## config.mk

```make
export PLATFORM = sky130hd
export DESIGN_NAME = xtrig_fabric
export DESIGN_NICKNAME = d
export VERILOG_FILES = /design/src/rtl/xtrig_pkg.sv /design/src/rtl/xtrig_edge.sv /design/src/rtl/xtrig_outstage.sv /design/src/rtl/xtrig_unit.sv /design/src/rtl/xtrig_matrix.sv /design/src/rtl/xtrig_fabric.sv
export SDC_FILE = /design/constraint.sdc
export NUM_CORES = 1
export LEC_CHECK = 0
export BUFFER_PORTS_ARGS = -buffer_cell sky130_fd_sc_hd__buf_2
export CORE_MARGIN = 2
export CORE_UTILIZATION = 40
export DETAILED_ROUTE_END_ITERATION = 10
export PLACE_DENSITY = 0.6
export SLEW_MARGIN = 10
export SYNTH_ARGS = -nofsm -noshare
export SYNTH_HDL_FRONTEND = slang
export SYNTH_SLANG_ARGS = --single-unit
```

## constraint.sdc

```tcl
create_clock -name clk -period 5.95 [get_ports clk]
set_clock_uncertainty 0.05 [all_clocks]
set_input_delay 0.2975 -clock clk [delete_from_list [all_inputs] [get_ports clk]]
set_output_delay 0.2975 -clock clk [all_outputs]
set_load 0.02 [all_outputs]
```

## src/rtl/xtrig_pkg.sv

```systemverilog
package xtrig_pkg;
  localparam int unsigned TRIG_W = 8;
  localparam int unsigned CHAN_W = 4;
  localparam int unsigned UNIT_N = 4;
  localparam int unsigned ADDR_W = 4;

  // Register address layout inside one unit
  localparam int unsigned A_CTRL     = 0;
  localparam int unsigned A_IN_BASE  = 4;
  localparam int unsigned A_OUT_BASE = 8;
  localparam int unsigned A_APPLY    = 12;
endpackage

```

## src/rtl/xtrig_edge.sv

```systemverilog
module xtrig_edge #(
  parameter int unsigned W = 8
) (
  input  logic         clk,
  input  logic         rst_n,
  input  logic [W-1:0] sig_in,
  output logic [W-1:0] rise_pulse,
  output logic [W-1:0] sig_ack
);
  logic [W-1:0] prev_q;

  always_ff @(posedge clk) begin
    if (!rst_n) begin
      prev_q     <= '0;
      rise_pulse <= '0;
      sig_ack    <= '0;
    end else begin
      prev_q     <= sig_in;
      rise_pulse <= sig_in & ~prev_q;
      sig_ack    <= sig_in;
    end
  end

  AST_RISE_ONE_CYCLE: assert property (@(posedge clk) disable iff (!rst_n)
    (rise_pulse != '0) |=> ((rise_pulse & $past(rise_pulse)) == '0));
endmodule

```

## src/rtl/xtrig_outstage.sv

```systemverilog
module xtrig_outstage #(
  parameter int unsigned TRIG_W = 8,
  parameter int unsigned CHAN_W = 4
) (
  input  logic                           clk,
  input  logic                           rst_n,
  input  logic                           route_en,
  input  logic [CHAN_W-1:0]              chan_in,
  input  logic [CHAN_W-1:0][TRIG_W-1:0]  out_mask,
  input  logic [TRIG_W-1:0]              trig_ack,
  output logic [TRIG_W-1:0]              trig_out
);
  logic [TRIG_W-1:0] fire;

  for (genvar o = 0; o < TRIG_W; o++) begin : g_out
    logic [CHAN_W-1:0] hits;
    for (genvar c = 0; c < CHAN_W; c++) begin : g_ch
      assign hits[c] = chan_in[c] & out_mask[c][o];
    end
    assign fire[o] = route_en & (|hits);
  end

  always_ff @(posedge clk) begin
    if (!rst_n) trig_out <= '0;
    else        trig_out <= (trig_out & ~trig_ack) | fire;
  end

  AST_OUT_HELD: assert property (@(posedge clk) disable iff (!rst_n)
    1'b1 |=> ((trig_out & $past(trig_out & ~trig_ack)) == $past(trig_out & ~trig_ack)));
  AST_OFF_NO_RISE: assert property (@(posedge clk) disable iff (!rst_n)
    !route_en |=> ((trig_out & ~$past(trig_out)) == '0));
endmodule

```

## src/rtl/xtrig_unit.sv

```systemverilog
module xtrig_unit
  import xtrig_pkg::*;
#(
  parameter int unsigned UNIT_ID = 0,
  parameter int unsigned SEL_W   = 2,
  parameter int unsigned TW      = TRIG_W,
  parameter int unsigned CW      = CHAN_W,
  parameter int unsigned AW      = ADDR_W
) (
  input  logic          clk,
  input  logic          rst_n,
  input  logic          cfg_valid,
  input  logic [SEL_W-1:0] cfg_unit,
  input  logic [AW-1:0] cfg_addr,
  input  logic [TW-1:0] cfg_data,
  input  logic [TW-1:0] trig_in,
  output logic [TW-1:0] trig_in_ack,
  output logic [TW-1:0] trig_out,
  input  logic [TW-1:0] trig_out_ack,
  output logic [CW-1:0] chan_to_mx,
  input  logic [CW-1:0] chan_from_mx
);
  logic                   wr_hit;
  logic                   en_q;
  logic [CW-1:0][TW-1:0]  in_mask_q;
  logic [CW-1:0][TW-1:0]  out_mask_q;
  logic [CW-1:0]          apply_q;
  logic [TW-1:0]          rise;

  assign wr_hit = cfg_valid && (cfg_unit == SEL_W'(UNIT_ID));

  always_ff @(posedge clk) begin
    if (!rst_n) begin
      en_q       <= 1'b0;
      in_mask_q  <= '0;
      out_mask_q <= '0;
      apply_q    <= '0;
    end else begin
      apply_q <= '0;
      if (wr_hit) begin
        if (cfg_addr == AW'(A_CTRL))  en_q    <= cfg_data[0];
        if (cfg_addr == AW'(A_APPLY)) apply_q <= cfg_data[CW-1:0];
        for (int c = 0; c < CW; c++) begin
          if (cfg_addr == AW'(A_IN_BASE + c))  in_mask_q[c]  <= cfg_data;
          if (cfg_addr == AW'(A_OUT_BASE + c)) out_mask_q[c] <= cfg_data;
        end
      end
    end
  end

  xtrig_edge #(.W(TW)) edge_i (
    .clk       (clk),
    .rst_n     (rst_n),
    .sig_in    (trig_in),
    .rise_pulse(rise),
    .sig_ack   (trig_in_ack)
  );

  for (genvar c = 0; c < CW; c++) begin : g_chan
    assign chan_to_mx[c] = (|(rise & in_mask_q[c])) | apply_q[c];
  end

  xtrig_outstage #(.TRIG_W(TW), .CHAN_W(CW)) outs_i (
    .clk     (clk),
    .rst_n   (rst_n),
    .route_en(en_q),
    .chan_in (chan_from_mx),
    .out_mask(out_mask_q),
    .trig_ack(trig_out_ack),
    .trig_out(trig_out)
  );

  AST_APPLY_ONESHOT: assert property (@(posedge clk) disable iff (!rst_n)
    ((apply_q != '0) && !(wr_hit && cfg_addr == AW'(A_APPLY))) |=> (apply_q == '0));
endmodule

```

## src/rtl/xtrig_matrix.sv

```systemverilog
module xtrig_matrix #(
  parameter int unsigned PORTS  = 4,
  parameter int unsigned CHAN_W = 4
) (
  input  logic [PORTS-1:0][CHAN_W-1:0] port_in,
  output logic [PORTS-1:0][CHAN_W-1:0] port_out
);
  logic [CHAN_W-1:0] bus;

  always_comb begin
    bus = '0;
    for (int p = 0; p < PORTS; p++) bus = bus | port_in[p];
  end

  for (genvar p = 0; p < PORTS; p++) begin : g_port
    assign port_out[p] = bus;
  end
endmodule

```

## src/rtl/xtrig_fabric.sv

```systemverilog
module xtrig_fabric
  import xtrig_pkg::*;
#(
  parameter int unsigned N_UNIT = UNIT_N,
  parameter int unsigned TW     = TRIG_W,
  parameter int unsigned CW     = CHAN_W,
  parameter int unsigned AW     = ADDR_W,
  localparam int unsigned SEL_W = (N_UNIT > 1) ? $clog2(N_UNIT) : 1,
  localparam int unsigned ALL_W = N_UNIT * TW
) (
  input  logic             clk,
  input  logic             rst_n,
  input  logic             cfg_valid,
  output logic             cfg_ready,
  input  logic [SEL_W-1:0] cfg_unit,
  input  logic [AW-1:0]    cfg_addr,
  input  logic [TW-1:0]    cfg_data,
  input  logic [ALL_W-1:0] trig_in,
  output logic [ALL_W-1:0] trig_in_ack,
  output logic [ALL_W-1:0] trig_out,
  input  logic [ALL_W-1:0] trig_out_ack
);
  logic [N_UNIT-1:0][CW-1:0] to_mx;
  logic [N_UNIT-1:0][CW-1:0] from_mx;

  assign cfg_ready = 1'b1;

  for (genvar u = 0; u < N_UNIT; u++) begin : g_unit
    xtrig_unit #(
      .UNIT_ID(u), .SEL_W(SEL_W), .TW(TW), .CW(CW), .AW(AW)
    ) unit_i (
      .clk         (clk),
      .rst_n       (rst_n),
      .cfg_valid   (cfg_valid),
      .cfg_unit    (cfg_unit),
      .cfg_addr    (cfg_addr),
      .cfg_data    (cfg_data),
      .trig_in     (trig_in[u*TW +: TW]),
      .trig_in_ack (trig_in_ack[u*TW +: TW]),
      .trig_out    (trig_out[u*TW +: TW]),
      .trig_out_ack(trig_out_ack[u*TW +: TW]),
      .chan_to_mx  (to_mx[u]),
      .chan_from_mx(from_mx[u])
    );
  end

  xtrig_matrix #(.PORTS(N_UNIT), .CHAN_W(CW)) mx_i (
    .port_in (to_mx),
    .port_out(from_mx)
  );
endmodule

```

# [Yosys cells after proc, flatten, opt, wreduce, memory -nomap -nowiden]
# Index checks and enable logic that the tools add are counted.
[op_classes] eq_ne=12 mux=1 bitwise=215 reduce_logical=94
[op_table] op="$and A8 B8 Y8" count=24
[op_table] op="$and A1 B1 Y1" count=160
[op_table] op="$reduce_or A4 Y1" count=32
[op_table] op="$reduce_or A8 Y1" count=16
[op_table] op="$reduce_and A2 Y1" count=40
[op_table] op="$not A8 Y8" count=8
[op_table] op="$or A8 B8 Y8" count=4
[op_table] op="$eq A4 B4 Y1 const B" count=5
[op_table] op="$eq A4 B3 Y1 const B" count=4
[op_table] op="$or A1 B1 Y1" count=16
[op_table] op="$or A4 B4 Y4" count=3
[op_table] op="$eq A2 B2 Y1 const B" count=2
[op_table] op="$logic_and A1 B1 Y1" count=4
[op_table] op="$logic_not A4 Y1" count=1
[op_table] op="$mux W4" count=1
[op_table] op="$eq A2 B1 Y1 const B" count=1
[op_table] op="$logic_not A2 Y1" count=1
[totals] reg_bits=372 in_bits=81 out_inout_bits=65 wordCells=374

# [Depth between registers and ports, before layout]
[depth] word_depth=10 mapped_depth=7 depth_no_buf=6

# [Hierarchy]
# From an unflattened synthesis, not the netlist that was laid out.
[unflattened] hier_cells=1367 hier_area_um2=14762.9
[modules_own_cells] mod="xtrig_unit (g_unit[1].unit_i ...)" instances=2 cells_each=258 area_per_inst_um2=2706.3 seq_area_each_um2=1381.3
[modules_own_cells] mod="xtrig_unit (g_unit[0].unit_i)" instances=1 cells_each=259 area_per_inst_um2=2696.3 seq_area_each_um2=1381.3
[modules_own_cells] mod="xtrig_unit (g_unit[3].unit_i)" instances=1 cells_each=258 area_per_inst_um2=2678.8 seq_area_each_um2=1381.3
[modules_own_cells] mod="xtrig_outstage" instances=4 cells_each=46 area_per_inst_um2=494.2 seq_area_each_um2=160.2
[modules_own_cells] mod="xtrig_edge" instances=4 cells_each=33 area_per_inst_um2=466.7 seq_area_each_um2=320.3
[modules_own_cells] mod="xtrig_matrix" instances=1 cells_each=16 area_per_inst_um2=120.1 seq_area_each_um2=0.0
[modules_own_cells] mod="xtrig_fabric" instances=1 cells_each=2 area_per_inst_um2=11.3 seq_area_each_um2=0.0

# [Worst setup path after synthesis]
# OpenSTA, ideal clock, no wires.
[synth_path] kind="register to register" from="reg g_unit[0].unit_i.edge_i.rise_pulse[5]" to="reg g_unit[1].unit_i.outs_i.trig_out[7]" setup_ps=128 arrival_ps=1704 t_required_ps=5772 setup_slack_ps=4068 stages_incl_launch_ff=8 path_buffers=1 synth_period_minus_slack_ps=1882 cell_sequence="dfxtp_1 a22oi_1 nand4_1 nor4_4 buf_4 a21boi_0 a2111oi_1 o22ai_1"
[synth_between] elab_chain_cells=10 elab_cells_between_ends=22 classes_between="17 x bitwise; 5 x reduce/logical"
[synth_lines] element="from (decl)" line_no="xtrig_edge.sv:7" text="output logic [W-1:0] rise_pulse,"
[synth_lines] element="from (signal assigned)" line_no="xtrig_edge.sv:19" text="rise_pulse <= sig_in & ~prev_q;"
[synth_lines] element="$and A8 B8 Y8" line_no="xtrig_unit.sv:60" text="assign chan_to_mx[c] = (|(rise & in_mask_q[c])) | apply_q[c];"
[synth_lines] element="$reduce_or A8 Y1" line_no="xtrig_unit.sv:60"
[synth_lines] element="$or A1 B1 Y1" line_no="xtrig_unit.sv:60"
[synth_lines] element="$or A4 B4 Y4 (*) (3 in a row)" line_no="xtrig_matrix.sv:12" text="for (int p = 0; p < PORTS; p++) bus = bus | port_in[p];"
[synth_lines] element="$and A1 B1 Y1" line_no="xtrig_outstage.sv:18" text="assign hits[c] = chan_in[c] & out_mask[c][o];"
[synth_lines] element="$reduce_or A4 Y1 (*)" line_no="xtrig_outstage.sv:20" text="assign fire[o] = route_en & (|hits);"
[synth_lines] element="$and A1 B1 Y1 (*)" line_no="xtrig_outstage.sv:20"
[synth_lines] element="$or A8 B8 Y8 (*)" line_no="xtrig_outstage.sv:25" text="else trig_out <= (trig_out & ~trig_ack) | fire;"
[synth_lines] element="to (signal assigned)" line_no="xtrig_outstage.sv:25"
[synth_lines] element="to (decl)" line_no="xtrig_outstage.sv:11" text="output logic [TRIG_W-1:0] trig_out"
# Every way passes the cells marked *; elsewhere a longest branch is shown, timed or not.
# A chain may end at the register's enable or synchronous reset.

# [Final worst setup path]
[layout_path] from="reg g_unit[3].unit_i.edge_i.rise_pulse[2]" to="reg g_unit[1].unit_i.outs_i.trig_out[3]"
[layout_between] elab_chain_cells=8 elab_cells_between_ends=20 classes_between="15 x bitwise; 5 x reduce/logical"
[layout_lines] element="from (decl)" line_no="xtrig_edge.sv:7"
[layout_lines] element="from (signal assigned)" line_no="xtrig_edge.sv:19"
[layout_lines] element="$and A8 B8 Y8" line_no="xtrig_unit.sv:60"
[layout_lines] element="$reduce_or A8 Y1" line_no="xtrig_unit.sv:60"
[layout_lines] element="$or A1 B1 Y1" line_no="xtrig_unit.sv:60"
[layout_lines] element="$or A4 B4 Y4 (*)" line_no="xtrig_matrix.sv:12"
[layout_lines] element="$and A1 B1 Y1" line_no="xtrig_outstage.sv:18"
[layout_lines] element="$reduce_or A4 Y1 (*)" line_no="xtrig_outstage.sv:20"
[layout_lines] element="$and A1 B1 Y1 (*)" line_no="xtrig_outstage.sv:20"
[layout_lines] element="$or A8 B8 Y8 (*)" line_no="xtrig_outstage.sv:25"
# Marks and branches as above.

==> results.tsv <==
stage	metric	value	unit
status	status	finished, final reports clean	
clocking	TritonCTS clock tree	done	
drt	total wirelength of the detailed-routed design	47690	µm
logic_synthesis	adder-cell area share of the yosys netlist	0	%
grt	pin count of the biggest net entering global routing	161	
grt	number of global-route vias before repair	12620	
clocking	root buffer selected by CTS	clkbuf_16	
timing	count of final max-slew check failures	0	
finish	final std cell area, no fill	18190	µm²
timing	highest clock frequency the design can meet	370.3	MHz
clocking	number of buffers between clock root and the deepest sink	3	
timing	hold violation count in the final report	0	
logic_synthesis	post-synthesis instance area	15130	µm²
placed_design	sum of net half-perimeters after detailed placement	28400	µm
timing	count of final setup violators	0	
logic_synthesis	area fraction in and, or, nand and nor cells after synthesis	22.13	%
floorplan	overall die area	39400	µm²
clocking	Clk Latency, worst-skew pair	0.56	ns
worst_setup_path	startpoint type of the worst setup path	register	
logic_synthesis	post-synthesis compound-gate area fraction	20.85	%
logic_synthesis	Avg Synthesized Cell Area	9.127	µm²
floorplan	die span in x	198.5	µm
drt	via count of the routed design	12690	
placed_design	gp weighted congestion	0.9207	
worst_setup_path	endpoint required time on the critical path	6.33	ns
drt	DRC	0	
job	max cap viols	0	
finish	number of fill cells in the layout	3605	
grt	first-pass GRT wire length	73910	µm
worst_setup_path	reg2reg start	g_unit[3].unit_i.edge_i.rise_pulse[2]	
logic_synthesis	synthesized-area fraction occupied by xor and xnor cells	0	%
worst_setup_path	Worst R2R Path Depth	7	
worst_setup_path	critical path start-end classification	register to register	
logic_synthesis	dominant combinational cell family by area after synthesis	simple AND/OR/NAND/NOR gates	
clocking	clock buffers created by TritonCTS	41	
floorplan	die height	198.5	µm
grt	Tot GR Track Use	24.33	%
timing	Max transition margin	30.36	%
placed_design	placed insts	2198	
timing	fin crit period	2.701	ns
min_path	classification of the worst-slack hold path	input pin to register	
logic_synthesis	count of yosys warnings during synthesis	0	
grt	number of antenna violations at the first check in global routing	2	
finish	synthesis-to-layout area growth	20.18	%
timing	actual transition at the worst max-transition pin	1.045	ns
placed_design	post-place instance area	16180	µm²
timing	final worst path period share	45.39	%
clocking	H-tree levels	2	
worst_setup_path	arrival time at the worst endpoint	3.08	ns
logic_synthesis	sequential element share of the synthesized area	49.21	%
grt	global route total overflow	0	
floorplan	number of core rows	71	
clocking	number of clock sinks	372	
logic_synthesis	Netlist cell types	34	
drt	WL per Instance	20.41	µm
pwr	Cell Pwr Density	298.6	nW/µm²
clocking	clock slew seen by the registers of the worst setup and hold paths	0.06	ns
worst_setup_path	Critical path origin	g_unit[3].unit_i.edge_i.rise_pulse[2]	
drt	iteration count of the initial detailed-routing pass	5	
worst_setup_path	internal reg-to-reg setup slack	3.25	ns
floorplan	initial core utilization	40.36	%
finish	Final Non-Filler Cells	2337	
pwr	total power	5.430	mW
pwr	peak supply drop	0.2140	mV
drt	ANT nets after route	0	
worst_setup_path	Setup crit end kind	register	
logic_synthesis	post-synthesis net count	1739	
worst_setup_path	Worst setup endpoint	g_unit[1].unit_i.outs_i.trig_out[3]	
pwr	cell leakage power	5.974	nW
drt	via density per instance	5.429	
timing	Final TNS setup	0	ns
finish	net total in the final layout	1874	
floorplan	total I/O pin count	146	
placed_design	number of buffers inserted by port buffering	144	
logic_synthesis	post-synthesis cell count	1658	
timing	RSZ-0062 raised after global routing	false	
worst_setup_path	largest fanout on the critical path	32	
logic_synthesis	flip-flop and latch count after synthesis	372	
drt	drt initial violations	823	
floorplan	area of the placeable core	37490	µm²
logic_synthesis	mux share of post-synthesis cell area	4.234	%
finish	layout cells sized above 1	13.71	%
worst_setup_path	destination of the worst register-to-register timing path	g_unit[1].unit_i.outs_i.trig_out[3]	
state kept, by name, summed over array words and instances, names as in the netlist:
name	cells
g_unit.unit_i.apply_q	16
g_unit.unit_i.outs_i.trig_out	32
g_unit.unit_i.en_q	4
g_unit.unit_i.in_mask_q	128
g_unit.unit_i.out_mask_q	128
g_unit.unit_i.edge_i.prev_q	32
g_unit.unit_i.edge_i.rise_pulse	32
synthesized netlist by cell type:
cell type | instances | area [µm²]
dfxtp_1 | 372 | 7447
a21boi_0 | 269 | 2019
nand2_1 | 247 | 927.1
nand3_1 | 197 | 986.0
clkbuf_1 | 106 | 397.9
nor2b_1 | 98 | 613.1
a22oi_1 | 64 | 480.5
mux2i_1 | 64 | 640.6
and2_1 | 32 | 200.2
a2111oi_1 | 29 | 290.3
nand3b_1 | 27 | 202.7
o21ai_1 | 27 | 135.1
a21boi_1 | 23 | 172.7
nor2_1 | 21 | 78.83
buf_1 | 13 | 48.80
nand4_1 | 13 | 81.33
buf_2 | 12 | 60.06
nor4_1 | 6 | 37.54
o22ai_1 | 5 | 31.28
and3_1 | 4 | 25.02
buf_4 | 4 | 30.03
nand2b_1 | 4 | 25.02
nor2_2 | 4 | 25.02
a2111oi_0 | 3 | 26.28
nand4b_1 | 2 | 17.52
nor3_2 | 2 | 20.02
nor3_4 | 2 | 32.53
nor4_2 | 2 | 25.02
and3b_1 | 1 | 8.760
conb_1 | 1 | 3.750
nor3_1 | 1 | 5.000
nor3b_1 | 1 | 7.510
nor4_4 | 1 | 21.27
or3b_2 | 1 | 8.760
cell usage in the layout, fill, tap and decap left out, types with 16 or more instances in the layout:
master / instances
o21ai_1: 27
and2_1: 32
nand2_1: 247
nand3_1: 197
a2111oi_1: 29
a21boi_1: 23
dlygate4sd3_1: 63
a22oi_1: 64
dfxtp_1: 372
mux2i_1: 64
clkbuf_16: 41
nand3b_1: 27
nor2_1: 16
buf_4: 19
a21boi_0: 269
buf_2: 143
nor2b_1: 98
kinds of logic after synthesis:
kind of cell | count (synthesis)
and+or+nand+nor | 666
muxes | 64
DFF | 372
buffers and inverters | 135
other | 1
AOI/OAI and AO/OA | 420
final cells by class:
type,count,area (µm²),share of cell area [%]
sequential,372,7447,40.95
multi-input combinational,1151,7204,39.61
timing repair buffer,227,1523,8.373
clock buffer,61,1221,6.715
tap,511,639.4,3.516
clock inverter,12,143.9,0.7912
antenna,3,7.507,0.04128
layer usage:
layer | vias up | share of wire (%) | GRT usage, %
li1 | 6104 | - | -
met1 | 6135 | 45 | 31.79
met2 | 373 | 47 | 40.95
met3 | 76 | 4.9 | 3.628
met4 | 0 | 2.8 | 8.624
met5 | - | 0 | 0
timing repair:
item | 4_1_cts | 5_1_grt
endpoints found under the hold margin | 63 | 0
resized for setup | 0 | 0
hold buffers | 63 | 0
buffers inserted | 0 | 0
worst max-delay path, stage by stage (launching register included):
cell and delay (ns):
dfxtp_1 0.37, a22oi_1 0.34, nand4_1 0.25, nor4_4 0.32, buf_4 0.41, a21boi_0 0.15
a2111oi_1 0.58, o21ai_1 0.10
per-stage QoR:
step | utilization [%] | setup slack (ns) | hold WS, ns
after floorplan | - | 4.068 | 0.3418
after global placement | 43.17 | 3.229 | 0.3487
after detailed placement | 43.17 | 3.197 | 0.3528
after CTS | 48.49 | 3.197 | 0.004195
after global routing | 48.49 | 3.108 | 0.02758
final | 48.51 | 3.249 | 0.03331
power by group:
group / internal, mW / switching [mW] / leakage [nW]
Combinational: 0.110 / 0.181 / 2.29
Clock: 1.55 / 1.04 / 0.671
Sequential: 2.52 / 0.0322 / 3.01
Total: 4.18 / 1.25 / 5.97
worst min-delay path by stage:
stage	cells past startpoint	end	startpoint	slack [ns]
after detailed placement	1	g_unit[1].unit_i.edge_i.rise_pulse[5]	g_unit[1].unit_i.edge_i.prev_q[5]	0.35
after global placement	1	g_unit[2].unit_i.edge_i.rise_pulse[4]	g_unit[2].unit_i.edge_i.prev_q[4]	0.35
after global routing	3	g_unit[3].unit_i.outs_i.trig_out[2]	trig_out_ack[26]	0.03
after CTS	3	g_unit[3].unit_i.outs_i.trig_out[2]	trig_out_ack[26]	0.004
after floorplan	1	g_unit[0].unit_i.outs_i.trig_out[7]	trig_out_ack[7]	0.34
final	3	g_unit[3].unit_i.outs_i.trig_out[2]	trig_out_ack[26]	0.03
(Power assumes the default switching activity.)
